`config.mk`:
```
export PLATFORM = sky130hd
export DESIGN_NAME = wcp_poller
export DESIGN_NICKNAME = d
export VERILOG_FILES = /design/src/rtl/wcp_pkg.sv /design/src/rtl/wcp_done_eval.sv /design/src/rtl/wcp_history.sv /design/src/rtl/wcp_read_budget.sv /design/src/rtl/wcp_poller.sv
export SDC_FILE = /design/constraint.sdc
export NUM_CORES = 1
export LEC_CHECK = 0
export BUFFER_PORTS_ARGS = -buffer_cell sky130_fd_sc_hd__buf_4
export CORE_UTILIZATION = 48
export DETAILED_ROUTE_END_ITERATION = 10
export GPL_ROUTABILITY_DRIVEN = 0
export PLACE_DENSITY = 0.86
export SETUP_SLACK_MARGIN = 0.3
export SLEW_MARGIN = 0
export SYNTH_ARGS = -nofsm -noshare
export SYNTH_HDL_FRONTEND = slang
export SYNTH_SLANG_ARGS = --single-unit
```
`constraint.sdc`:
```
create_clock -name clk -period 2.1 [get_ports clk]
set_input_delay 0 -clock clk [delete_from_list [all_inputs] [get_ports clk]]
set_output_delay 0 -clock clk [all_outputs]
set_load 0.005 [all_outputs]
```
`src/rtl/wcp_pkg.sv`:
```
// Shared types for the write completion poller.
package wcp_pkg;

    // Detection rule selected per poll; both 1x codes use identical-read matching.
    typedef enum logic [1:0] {
        MODE_TOPBIT  = 2'b00,
        MODE_TOGGLE  = 2'b01,
        MODE_SAME    = 2'b10,
        MODE_SAME_B  = 2'b11
    } poll_mode_e;

    // Sequencer phases.
    typedef enum logic [1:0] {
        ST_IDLE,
        ST_SCAN,
        ST_CONF_A,
        ST_CONF_B
    } poll_state_e;

endpackage

```
`src/rtl/wcp_done_eval.sv`:
```
// Completion evaluator.
// Decides, for the data of one read, whether the memory reports the write
// as finished under the selected rule, and whether the data equals the
// expected byte. Purely combinational; assumes DW >= 2.
module wcp_done_eval
    import wcp_pkg::*;
#(
    parameter int DW = 8
) (
    input  poll_mode_e      mode,
    input  logic [DW-1:0]   rdata,
    input  logic [DW-1:0]   prev,
    input  logic            have_prev,
    input  logic [DW-1:0]   expect_q,
    output logic            complete,
    output logic            exact
);
    localparam int TOP_BIT = DW - 1;
    localparam int TGL_BIT = DW - 2;

    // Apply the selected completion rule to the current read.
    always_comb begin
        unique case (mode)
            MODE_TOPBIT: complete = (rdata[TOP_BIT] == expect_q[TOP_BIT]);
            MODE_TOGGLE: complete = have_prev && (rdata[TGL_BIT] == prev[TGL_BIT]);
            default:     complete = have_prev && (rdata == prev);
        endcase
    end

    // Full-width comparison against the expected byte.
    always_comb exact = (rdata == expect_q);

endmodule

```
`src/rtl/wcp_history.sv`:
```
// Previous-read register.
// Holds the data of the last scanning read of the current poll and flags
// whether one exists. Cleared when a poll is accepted.
module wcp_history #(
    parameter int DW = 8
) (
    input  logic            clk,
    input  logic            rst_n,
    input  logic            clear,
    input  logic            load,
    input  logic [DW-1:0]   din,
    output logic [DW-1:0]   prev,
    output logic            have_prev
);
    // Capture each scanning read; forget history on a new poll.
    always_ff @(posedge clk) begin
        if (!rst_n || clear) begin
            prev      <= '0;
            have_prev <= 1'b0;
        end else if (load) begin
            prev      <= din;
            have_prev <= 1'b1;
        end
    end

endmodule

```
`src/rtl/wcp_read_budget.sv`:
```
// Read budget counter.
// Counts non-completing scanning reads and reports when the read now being
// judged would reach the limit. A limit of zero behaves as one. Assumes the
// counter is cleared at poll start and never incremented past the limit.
module wcp_read_budget #(
    parameter int CW = 8
) (
    input  logic            clk,
    input  logic            rst_n,
    input  logic            clear,
    input  logic            inc,
    input  logic [CW-1:0]   limit,
    output logic            at_limit
);
    logic [CW-1:0] used_q;
    logic [CW:0]   next_used;

    // Count the reads spent so far in this poll.
    always_ff @(posedge clk) begin
        if (!rst_n || clear) used_q <= '0;
        else if (inc)        used_q <= used_q + 1'b1;
    end

    // The read under judgement is number used_q + 1.
    always_comb begin
        next_used = {1'b0, used_q} + {{CW{1'b0}}, 1'b1};
        at_limit  = (next_used >= {1'b0, limit});
    end

endmodule

```
`src/rtl/wcp_poller.sv`:
```
// Write completion poller (top).
// Repeatedly reads one location through a request/ack master port until the
// selected rule reports the write finished, confirms a disagreeing result
// with two extra reads, and reports done with pass or timeout. Assumes the
// bus answers each request with a single-cycle ack carrying the data.
module wcp_poller
    import wcp_pkg::*;
#(
    parameter int AW = 16,
    parameter int DW = 8,
    parameter int CW = 8
) (
    input  logic            clk,
    input  logic            rst_n,
    input  logic            start,
    input  logic [AW-1:0]   addr,
    input  logic [DW-1:0]   exp_data,
    input  logic [1:0]      mode,
    input  logic [CW-1:0]   max_reads,
    output logic            rd_req,
    output logic [AW-1:0]   rd_addr,
    input  logic            rd_ack,
    input  logic [DW-1:0]   rd_data,
    output logic            done,
    output logic            pass,
    output logic            timeout
);
    poll_state_e    state_q;
    poll_mode_e     mode_q;
    logic [AW-1:0]  addr_q;
    logic [DW-1:0]  exp_q;
    logic [CW-1:0]  limit_q;
    logic           conf_a_ok_q;

    logic           accept;
    logic           scan_ack;
    logic           complete;
    logic           exact;
    logic           at_limit;
    logic [DW-1:0]  prev;
    logic           have_prev;

    // Handshake qualifiers shared by the sub-blocks.
    always_comb begin
        accept   = start && (state_q == ST_IDLE);
        scan_ack = rd_ack && (state_q == ST_SCAN);
    end

    wcp_done_eval #(.DW(DW)) u_eval (
        .mode      (mode_q),
        .rdata     (rd_data),
        .prev      (prev),
        .have_prev (have_prev),
        .expect_q  (exp_q),
        .complete  (complete),
        .exact     (exact)
    );

    wcp_history #(.DW(DW)) u_hist (
        .clk       (clk),
        .rst_n     (rst_n),
        .clear     (accept),
        .load      (scan_ack),
        .din       (rd_data),
        .prev      (prev),
        .have_prev (have_prev)
    );

    wcp_read_budget #(.CW(CW)) u_budget (
        .clk      (clk),
        .rst_n    (rst_n),
        .clear    (accept),
        .inc      (scan_ack && !complete),
        .limit    (limit_q),
        .at_limit (at_limit)
    );

    // Latch the poll parameters when a poll is accepted.
    always_ff @(posedge clk) begin
        if (!rst_n) begin
            mode_q  <= MODE_TOPBIT;
            addr_q  <= '0;
            exp_q   <= '0;
            limit_q <= '0;
        end else if (accept) begin
            mode_q  <= poll_mode_e'(mode);
            addr_q  <= addr;
            exp_q   <= exp_data;
            limit_q <= max_reads;
        end
    end

    // Sequence scanning, confirmation and result reporting.
    always_ff @(posedge clk) begin
        if (!rst_n) begin
            state_q     <= ST_IDLE;
            conf_a_ok_q <= 1'b0;
            done        <= 1'b0;
            pass        <= 1'b0;
            timeout     <= 1'b0;
        end else begin
            done <= 1'b0;
            unique case (state_q)
                ST_IDLE: begin
                    if (start) begin
                        pass    <= 1'b0;
                        timeout <= 1'b0;
                        state_q <= ST_SCAN;
                    end
                end
                ST_SCAN: begin
                    if (rd_ack) begin
                        if (complete && exact) begin
                            pass    <= 1'b1;
                            done    <= 1'b1;
                            state_q <= ST_IDLE;
                        end else if (complete) begin
                            state_q <= ST_CONF_A;
                        end else if (at_limit) begin
                            timeout <= 1'b1;
                            done    <= 1'b1;
                            state_q <= ST_IDLE;
                        end
                    end
                end
                ST_CONF_A: begin
                    if (rd_ack) begin
                        conf_a_ok_q <= exact;
                        state_q     <= ST_CONF_B;
                    end
                end
                default: begin
                    if (rd_ack) begin
                        pass    <= conf_a_ok_q && exact;
                        done    <= 1'b1;
                        state_q <= ST_IDLE;
                    end
                end
            endcase
        end
    end

    // Bus request follows the active phases; address is the latched one.
    always_comb begin
        rd_req  = (state_q != ST_IDLE);
        rd_addr = addr_q;
    end

endmodule

```
==> flow_metrics.env, run 1 <==
export IMPL_die_w_um=77.1
export IMPL_vias=2808
export IMPL_violations="setup timing"
export IMPL_synthFlopType="dfxtp_1"
export IMPL_tightest_slew_ns=0.545
export IMPL_grt_pass1_vias=2839
export IMPL_ys_warn_count=0
export IMPL_async_flop_share_pct=0
export IMPL_comb_power_share_pct=20.5
export IMPL_path_cells="nand2_1, nor2_4, xor2_1, ha_1, nand3_2, nor3_2, nor4_2, nand3b_1, a31oi_1"
export IMPL_io_pins=66
export IMPL_synth_nets=379
export IMPL_maxSlewHeadroom_pct=63.4
export IMPL_synth_area_leader_cell="dfxtp_1"
export IMPL_synth_area_leaders="dfxtp_1 (42%), nand2_1 (13%), a21boi_0 (9.4%)"
export IMPL_grt_pass1_wl_mm=13.3
export IMPL_overflow=0
export IMPL_track_usage_pct=29.0
export IMPL_nets=504
export IMPL_drive_above_1_share_pct=30.2
export IMPL_endpoint_kind="register"
export IMPL_layout_min_cycle_time_ns=2.18
export IMPL_setup_tns_ns=-0.195
export IMPL_clk_pin_slew_ns=0.06
export IMPL_drc_errors=0
export IMPL_post_route_period_util_pct=104
export IMPL_yosysSeqAreaShare_pct=42.2
export IMPL_power_frac_seq_pct=45.8
export IMPL_grt_max_degree=39
export IMPL_skew_ns=0.00570
export IMPL_hold_path_class="input port to register"
export IMPL_p_clk_share_pct=33.7
export IMPL_numCtsBuffers=9
export IMPL_clock_sinks=57
export IMPL_synth_common_cells="nand2_1 (96), dfxtp_1 (57), a21boi_0 (34)"
export IMPL_internal_power_mw=1.86
export IMPL_syn_inst=324
export IMPL_rsz0062_at_grt="yes"
export IMPL_synth_cell_type_count=43
export IMPL_top_usage_layer="met2"
export IMPL_fmax_ghz=0.458
export IMPL_crit_path_start_kind="register"
export IMPL_timing_final_ws_setup_ns=-0.0823
export IMPL_antenna_found_initial=0
export IMPL_wl_per_cell_um=16.3
export IMPL_cp_max_fo=5
export IMPL_avgSynthCellArea_um2=8.35
export IMPL_synthesis_area_mm2=0.00271
export IMPL_leakage_nw=1.73
export IMPL_synth_top_area_share_pct=42.2
export IMPL_core_area_mm2=0.00527
export IMPL_setup_viol=3
export IMPL_clock_latency_ns=0.34
export IMPL_initial_utilization_pct=51.3
export IMPL_die_y_um=77.1
export IMPL_cts_root_buf="clkbuf_8"
export IMPL_drtPass1Iterations=4
export IMPL_first_iter_violations=181
export IMPL_met3_usage_pct=8.81
export IMPL_drt_antenna_violating_nets=0
export IMPL_timing_hold_ws_ns=0.115
export IMPL_status="complete, but fails checks"
export IMPL_p_per_area_mw_per_mm2=628
export IMPL_criticalPathCategory="register to register"
export IMPL_dpl_hpwl_mm=4.54
export IMPL_n_fill_cell=330
export IMPL_ys_ff_latch=57
export IMPL_timing_critical_path_buf_inv=0
export IMPL_peakVddDrop_v=0.000520
export IMPL_numPortBuffers=65
export IMPL_power_switching_mw=0.735
export IMPL_die_area_mm2=0.00594
export IMPL_slowest_stage="dfxtp_1"
export IMPL_use_met2_pct=52.6
export IMPL_synth_most_common_cell="nand2_1"
export IMPL_max_cap_violations=0
export IMPL_routed_wirelength_mm=8.53
export IMPL_syn2layout_area_growth_pct=52.5
export IMPL_cts_tree="done"
export IMPL_gr_usage_met1_pct=29.9
export IMPL_maxSlewViolCount=0
export IMPL_swShare_pct=28.4
export IMPL_cp_top_family="simple AND/OR/NAND/NOR gates"
export IMPL_critical_path_required_ns=2.36
export IMPL_via_per_inst=5.37
export IMPL_n_antenna_cell=0
export IMPL_critPathArrivalTime_ns=2.44
export IMPL_row_count=26
export IMPL_slowest_delay_ns=0.47
export IMPL_synth_edf_count=0
export IMPL_cts_htree_levels=3
export IMPL_clock_path_buffers=2
export IMPL_hold_violations=0
[worst min-delay path: stages]
cell and delay [ns]:
buf_4 0.10, nand2_2 0.18, nor2_1 0.14
[stage by stage]
step	utilization [%]	instances	area, um2	power (mW)	setup slack, ns
after floorplan	-	324	2730	1.42	0.0486
after global placement	63.7	459	3360	1.59	0.00844
after detailed placement	63.7	459	3360	1.61	-0.151
after CTS	76.1	519	4010	2.54	-0.0105
after global routing	78.3	523	4130	2.70	-0.192
final	78.3	523	4130	2.59	-0.0823
[area by class of cell]
| cell class | instances | area (um2) | share of cell area [%] |
|---|---|---|---|
| sequential | 57 | 1150 | 27.9 |
| multi-input combinational | 242 | 1590 | 38.6 |
| clock buffer | 11 | 141 | 3.43 |
| clock inverter | 4 | 20.0 | 0.485 |
| timing repair buffer | 130 | 1100 | 26.7 |
| inverter | 9 | 33.8 | 0.819 |
| tap | 70 | 87.6 | 2.12 |
[cells in the final DEF (no fill, tap or decap), types with 4 or more instances in the layout]
cell | netlist | layout
clkbuf_8 | 0 | 10
buf_4 | 0 | 83
a21boi_0 | 34 | 34
nand2_1 | 96 | 95
nor2_1 | 15 | 12
xnor2_1 | 15 | 12
dlygate4sd3_1 | 0 | 42
a21oi_1 | 15 | 15
inv_1 | 9 | 9
dfxtp_2 | 0 | 8
a31o_1 | 4 | 4
xor2_1 | 10 | 10
buf_6 | 1 | 4
clkinv_2 | 0 | 4
ha_1 | 9 | 8
dfxtp_1 | 57 | 49
[metal layers]
metal | routed length [um] | up-vias | share of wire, %
li1 | - | 1324 | -
met1 | 3300 | 1319 | 39
met2 | 4350 | 123 | 51
met3 | 478 | 42 | 5.6
met4 | 405 | 0 | 4.8
met5 | 0 | - | 0
[repair_timing]
action | CTS | global route
hold endpoints to repair | 43 | 0
endpoints found under the setup margin | 5 | 19
pin swaps | 8 | 9
hold buffers | 43 | 0
cloned | 0 | 1
resized for setup | 8 | 20
buffers inserted | 2 | 3
[kinds of logic after synthesis]
kind of cell	share of synthesized area [%]
compound gates	19.8
xor+xnor	8.09
fa+ha+maj	4.16
buf+inv	4.07
flops	42.2
mux	0.370
simple gates	21.3
[flip-flops by register name, summed over array words and instances (netlist names)]
signal and count:
exp_q 8, pass 1, timeout 1, done 1, mode_q 2, rd_addr 16
conf_a_ok_q 1, u_hist.prev 8, limit_q 8, u_hist.have_prev 1, state_q 2, u_budget.used_q 8
[power groups by stage]
stage | logic [mW] | clock network, mW | registers [mW]
after floorplan | 0.231 | 0 | 1.19
after global placement | 0.391 | 0 | 1.20
after detailed placement | 0.403 | 0 | 1.20
after CTS | 0.479 | 0.879 | 1.18
after global routing | 0.577 | 0.934 | 1.19
final | 0.532 | 0.872 | 1.19
[worst paths after layout]
kind,slack (ns),from,cells after the start,to
hold reg to reg,0.46,rd_addr[3]$_SDFFE_PN0P_,2,rd_addr[3]$_SDFFE_PN0P_
setup reg to reg,-0.08,u_budget.used_q[5]$_SDFFE_PP0P_,9,state_q[0]$_SDFFE_PN0P_
setup / recovery,-0.08,u_budget.used_q[5]$_SDFFE_PP0P_,9,state_q[0]$_SDFFE_PN0P_
hold / removal,0.12,rst_n,3,u_budget.used_q[0]$_SDFFE_PP0P_
(Power assumes the default switching activity.)
==> run 2, diff against run 1 <==
--- a/config.mk
+++ b/config.mk
@@ -6,12 +6,12 @@
 export NUM_CORES = 1
 export LEC_CHECK = 0
 export BUFFER_PORTS_ARGS = -buffer_cell sky130_fd_sc_hd__buf_4
-export CORE_UTILIZATION = 48
+export CORE_UTILIZATION = 53
 export DETAILED_ROUTE_END_ITERATION = 10
 export GPL_ROUTABILITY_DRIVEN = 0
-export PLACE_DENSITY = 0.86
+export PLACE_DENSITY = 0.89
 export SETUP_SLACK_MARGIN = 0.3
-export SLEW_MARGIN = 0
+export SLEW_MARGIN = 10
 export SYNTH_ARGS = -nofsm -noshare
 export SYNTH_HDL_FRONTEND = slang
 export SYNTH_SLANG_ARGS = --single-unit
==> constraint.sdc (replaced) <==
create_clock -name clk -period 2.4 [get_ports clk]
set_input_delay 0 -clock clk [delete_from_list [all_inputs] [get_ports clk]]
set_output_delay 0 -clock clk [all_outputs]
set_load 0.005 [all_outputs]
==> run 2 against run 1 <==
Effect of this change:
- the run now ends clean
- sequential share of layout area up 0.36 points
- first-iteration DRC count down 25%
- non-clock buffer count shrank 10
- combinational power down 17%
- sequential power fell by 13%
- clock skew rose by 0.0070 ns
- largest cell class unchanged
- fmax shrank 1.9%
==> flow_metrics.env, run 2 (same netlist as run 1, synthesis figures left out) <==
export IMPL_status="finished clean"
export IMPL_max_cap_violations=0
export IMPL_syn2layout_area_growth_pct=50.4
export IMPL_setup_viol=0
export IMPL_grt_pass1_vias=2848
export IMPL_hold_path_class="input port to register"
export IMPL_via_per_inst=5.41
export IMPL_row_count=25
export IMPL_crit_path_start_kind="register"
export IMPL_overflow=0
export IMPL_clk_pin_slew_ns=0.07
export IMPL_dp_cells=444
export IMPL_hold_violations=0
export IMPL_core_area_mm2=0.00482
export IMPL_cts_root_buf="clkbuf_8"
export IMPL_skew_ns=0.0127
export IMPL_endpoint_kind="register"
export IMPL_layout_min_cycle_time_ns=2.22
export IMPL_cp_max_fo=3
export IMPL_maxSlewViolCount=0
export IMPL_dpl_hpwl_mm=4.29
export IMPL_rr_endpoint="done$_SDFF_PN0_"
export IMPL_post_route_period_util_pct=92.7
export IMPL_final_common_cell="nand2_1"
export IMPL_drtPass1Iterations=4
export IMPL_rsz0062_at_grt="yes"
export IMPL_n_fill_cell=259
export IMPL_vias=2760
export IMPL_mostFrequentLayoutCells="nand2_1 (96), buf_4 (76), dfxtp_1 (54)"
export IMPL_regArea_mm2=0.00115
export IMPL_cp_common_cell="and3_4"
export IMPL_cts_tree="done"
export IMPL_crit_start="u_budget.used_q[0]$_SDFFE_PP0P_"
export IMPL_numPortBuffers=65
export IMPL_grt_max_degree=41
export IMPL_die_area_mm2=0.00539
export IMPL_grt_pass1_wl_mm=13.1
export IMPL_clock_path_buffers=2
export IMPL_antenna_found_initial=0
export IMPL_cts_htree_levels=3
export IMPL_track_usage_pct=32.5
export IMPL_n_antenna_cell=0
export IMPL_multiInputGateArea_mm2=0.00156
export IMPL_criticalPathCategory="register to register"
export IMPL_die_y_um=73.4
export IMPL_first_iter_violations=135
export IMPL_slowest_stage="dfxtp_4"
export IMPL_drive_above_1_share_pct=27.1
export IMPL_timing_hold_ws_ns=0.0718
export IMPL_clock_sinks=57
export IMPL_critical_path_required_ns=2.62
export IMPL_p_total_mw=2.52
export IMPL_nets=493
export IMPL_wl_per_cell_um=15.9
export IMPL_tightest_slew_ns=0.636
export IMPL_initial_utilization_pct=56.2
export IMPL_leakage_nw=1.69
export IMPL_worstReg2RegStart="u_budget.used_q[0]$_SDFFE_PP0P_"
export IMPL_fin_cells=510
export IMPL_drc_errors=0
export IMPL_setup_tns_ns=0
export IMPL_path_cells="and3_4, and3_4, nand3_4, xnor2_2, ha_1, nand3_2, nor3_4, nor4_4, nand3b_1, nor4bb_2"
export IMPL_p_per_area_mw_per_mm2=619
export IMPL_ff2ff_setup_slack_ns=0.18
export IMPL_die_w_um=73.4
export IMPL_clock_latency_ns=0.35
export IMPL_slowest_delay_ns=0.36
export IMPL_crit_path_end="done$_SDFF_PN0_"
export IMPL_largest_register_ffs=16
export IMPL_critPathArrivalTime_ns=2.45
export IMPL_routed_wirelength_mm=8.13
export IMPL_r2r_worst_path_cells=10
export IMPL_numCtsBuffers=9
export IMPL_drt_antenna_violating_nets=0
export IMPL_fmax_ghz=0.450
export IMPL_maxSlewHeadroom_pct=57.6
export IMPL_io_pins=66
export IMPL_peakVddDrop_v=0.000538
==> run 2: cell count changes in the layout (fill, tap and decap cells not counted), sizes merged <==
| cell | delta |
|---|---|
| buf | -10 |
| bufinv | +2 |
| clkinv | -2 |
| a21oi | -1 |
| clkinvlp | +1 |
| dlygate4sd3 | +1 |
| dlymetal6s4s | -1 |
==> run 2: worst min-delay path by stage <==
| stage | startpoint | endpoint | slack, ns | cells after the start |
|---|---|---|---|---|
| after floorplan | rd_ack | state_q[0]$_SDFFE_PN0P_ | 0.11 | 1 |
| after global placement | rd_ack | state_q[0]$_SDFFE_PN0P_ | 0.23 | 2 |
| after detailed placement | rd_ack | state_q[0]$_SDFFE_PN0P_ | 0.24 | 2 |
| after CTS | rst_n | rd_addr[1]$_SDFFE_PN0P_ | 0.08 | 2 |
| after global routing | rst_n | exp_q[6]$_SDFFE_PN0P_ | 0.10 | 2 |
| final | rst_n | rd_addr[1]$_SDFFE_PN0P_ | 0.07 | 2 |
==> run 2: per-layer routing <==
| layer | wire (um) | vias up | global-route usage (%) |
|---|---|---|---|
| met5 | 0 | - | 0 |
| met3 | 355 | 33 | 5.90 |
| li1 | - | 1306 | - |
| met4 | 359 | 0 | 20.9 |
| met1 | 3240 | 1302 | 34.9 |
| met2 | 4170 | 119 | 58.3 |
==> run 2: power breakdown <==
part | total [mW] | internal (mW) | switching (mW) | leakage (nW)
Sequential | 1.03 | 0.995 | 0.0372 | 0.467
Clock | 1.04 | 0.637 | 0.407 | 0.115
Combinational | 0.441 | 0.224 | 0.217 | 1.11
==> run 2: final cells by class <==
type                       count  share of cell area (%)
inverter                       9                   0.830
tap                           67                    2.06
multi-input combinational    241                    38.3
clock inverter                 5                    1.91
sequential                    57                    28.3
clock buffer                  11                    3.72
timing repair buffer         120                    24.9
==> run 2: critical path: cells and delay by family, from the launching register on <==
family / cells / cell delay [ns]
flip-flops: 1 / 0.36
XOR/XNOR: 1 / 0.15
AND/OR/NAND/NOR: 8 / 1.28
adder cells (fa/ha/maj): 1 / 0.31
==> run 2: what timing repair did <==
item / in CTS / in global routing
hold buffers: 43 / 0
setup buffers: 6 / 1
resized for setup: 13 / 6
hold endpoints to repair: 43 / 0
pin swaps: 6 / 13
setup endpoints to repair: 3 / 3
==> run 2: through the flow <==
stage	util, %	instance area [um2]	setup WS [ns]
detailed placement	67.5	3250	0.0703
finish	84.5	4070	0.176
floorplan	-	2720	0.313
global placement	67.5	3250	0.190
global route	84.5	4070	0.0540
CTS	83.5	4020	0.256
==> run 3, diff against run 2 <==
--- a/config.mk
+++ b/config.mk
@@ -6,10 +6,11 @@
 export NUM_CORES = 1
 export LEC_CHECK = 0
 export BUFFER_PORTS_ARGS = -buffer_cell sky130_fd_sc_hd__buf_4
+export CORE_ASPECT_RATIO = 1.5
 export CORE_UTILIZATION = 53
 export DETAILED_ROUTE_END_ITERATION = 10
 export GPL_ROUTABILITY_DRIVEN = 0
-export PLACE_DENSITY = 0.89
+export PLACE_DENSITY = 0.79
 export SETUP_SLACK_MARGIN = 0.3
 export SLEW_MARGIN = 10
 export SYNTH_ARGS = -nofsm -noshare
==> run 3 against run 2 <==
Effect of this change:
- largest cell class unchanged
- routed wire length shrank 11%
- critical path depth unchanged
- utilization down 0.75 points
- total power fell by 1.6%
- global-route usage fell by 3.7 points
- critical path type unchanged
- critical endpoint unchanged
==> flow_metrics.env, run 3 (same netlist as run 1, synthesis figures left out) <==
export IMPL_post_route_period_util_pct=90.0
export IMPL_die_w_um=60.3
export IMPL_drt_antenna_violating_nets=0
export IMPL_grt_pass1_vias=2702
export IMPL_cp_common_cell="and3_4"
export IMPL_slowest_delay_ns=0.38
export IMPL_drc_errors=0
export IMPL_rsz0062_at_grt="yes"
export IMPL_slowest_stage="dfxtp_4"
export IMPL_critPathArrivalTime_ns=2.38
export IMPL_worstReg2RegStart="u_budget.used_q[0]$_SDFFE_PP0P_"
export IMPL_die_area_mm2=0.00540
export IMPL_timing_critical_path_buf_inv=1
export IMPL_vias=2682
export IMPL_drtPass1Iterations=5
export IMPL_track_usage_pct=28.9
export IMPL_timing_hold_ws_ns=0.0968
export IMPL_numPortBuffers=65
export IMPL_r2r_worst_path_cells=10
export IMPL_largest_register_ffs=16
export IMPL_overflow=0
export IMPL_drive_above_1_share_pct=27.1
export IMPL_io_pins=66
export IMPL_peakVddDrop_v=0.000506
export IMPL_path_depth=10
export IMPL_setup_viol=0
export IMPL_endpoint_kind="register"
export IMPL_n_antenna_cell=0
export IMPL_leakage_nw=1.70
export IMPL_clock_latency_ns=0.33
export IMPL_crit_path_start_kind="register"
export IMPL_hold_start="rst_n"
export IMPL_cp_top_family="simple AND/OR/NAND/NOR gates"
export IMPL_routed_wirelength_mm=7.23
export IMPL_die_y_um=89.5
export IMPL_cts_root_buf="clkbuf_8"
export IMPL_numCtsBuffers=9
export IMPL_skew_ns=0.00782
export IMPL_tightest_slew_ns=0.590
export IMPL_grt_max_degree=41
export IMPL_fmax_ghz=0.463
export IMPL_clk_pin_slew_ns=0.07
export IMPL_wl_per_cell_um=14.1
export IMPL_p_per_area_mw_per_mm2=610
export IMPL_mostFrequentLayoutCells="nand2_1 (96), buf_4 (80), dfxtp_1 (54)"
export IMPL_max_cap_violations=0
export IMPL_via_per_inst=5.24
export IMPL_cts_htree_levels=3
export IMPL_hold_path_class="input port to register"
export IMPL_maxSlewHeadroom_pct=60.5
export IMPL_cts_tree="done"
export IMPL_final_common_cell="nand2_1"
export IMPL_maxSlewViolCount=0
export IMPL_criticalPathCategory="register to register"
export IMPL_crit_start="u_budget.used_q[0]$_SDFFE_PP0P_"
export IMPL_clock_sinks=57
export IMPL_row_count=31
export IMPL_setup_tns_ns=0
export IMPL_critical_path_required_ns=2.62
export IMPL_core_area_mm2=0.00485
export IMPL_nets=496
export IMPL_syn2layout_area_growth_pct=50.0
export IMPL_cp_max_fo=4
export IMPL_hold_violations=0
export IMPL_initial_utilization_pct=55.8
export IMPL_worstHoldPathCells=2
export IMPL_dpl_hpwl_mm=4.49
export IMPL_status="finished clean"
export IMPL_antenna_found_initial=0
export IMPL_layout_min_cycle_time_ns=2.16
export IMPL_grt_pass1_wl_mm=11.4
export IMPL_path_cells="and3_4, and3_4, buf_4, xor2_1, ha_1, nand3_2, nor3_2, nor4_2, nand3b_1, nor4bb_1"
export IMPL_first_iter_violations=129
export IMPL_n_fill_cell=282
export IMPL_clock_path_buffers=2
run 3: routing by layer:
| metal | wire (um) | vias to the layer above | GRT usage (%) |
|---|---|---|---|
| met4 | 259 | 0 | 18.4 |
| met1 | 2720 | 1269 | 28.5 |
| met2 | 4000 | 79 | 53.0 |
| li1 | - | 1309 | - |
| met3 | 262 | 25 | 5.64 |
| met5 | 0 | - | 0 |
run 3: final cells by class:
cell class / instances / area (um2) / share of cell area [%]
Clock buffer: 11 / 151 / 3.73
Timing Repair Buffer: 123 / 1030 / 25.4
Inverter: 9 / 33.8 / 0.832
Tap cell: 66 / 82.6 / 2.03
Multi-Input combinational cell: 241 / 1530 / 37.8
Clock inverter: 5 / 77.6 / 1.91
Sequential cell: 57 / 1150 / 28.3
run 3: power by group:
group	internal, mW	switching, mW
Sequential	0.996	0.0340
Clock	0.637	0.386
Combinational	0.222	0.203
run 3: worst paths after layout:
kind / end / slack, ns
hold / removal: exp_q[0]$_SDFFE_PN0P_ / 0.1
hold reg to reg: rd_addr[10]$_SDFFE_PN0P_ / 0.46
setup reg to reg: done$_SDFF_PN0_ / 0.24
setup / recovery: done$_SDFF_PN0_ / 0.24
run 3: worst register-to-register path, delay by kind of cell (launching register included):
kind                     cells  cell delay (ns)
buffers and inverters        1             0.13
AND/OR/NAND/NOR              7             1.10
XOR/XNOR                     1             0.18
flip-flops                   1             0.38
adder cells (fa/ha/maj)      1             0.27
run 3: what timing repair did:
item | in CTS | in global routing
setup endpoints to repair | 3 | 3
pin swaps | 8 | 5
endpoints found under the hold margin | 43 | 0
buffers inserted | 5 | 2
hold buffers | 43 | 0
gates resized for setup | 12 | 2
run 3: metrics by stage:
stage                     setup WS, ns  cell area [um2]  std cells  total power, mW  util [%]
after floorplan                  0.313             2720        324             1.25         -
after global placement           0.190             3270        446             1.40      67.5
after detailed placement        0.0969             3270        446             1.41      67.5
after CTS                        0.233             4030        510             2.49      83.2
after global routing             0.158             4060        512             2.58      83.7
final                            0.239             4060        512             2.48      83.7
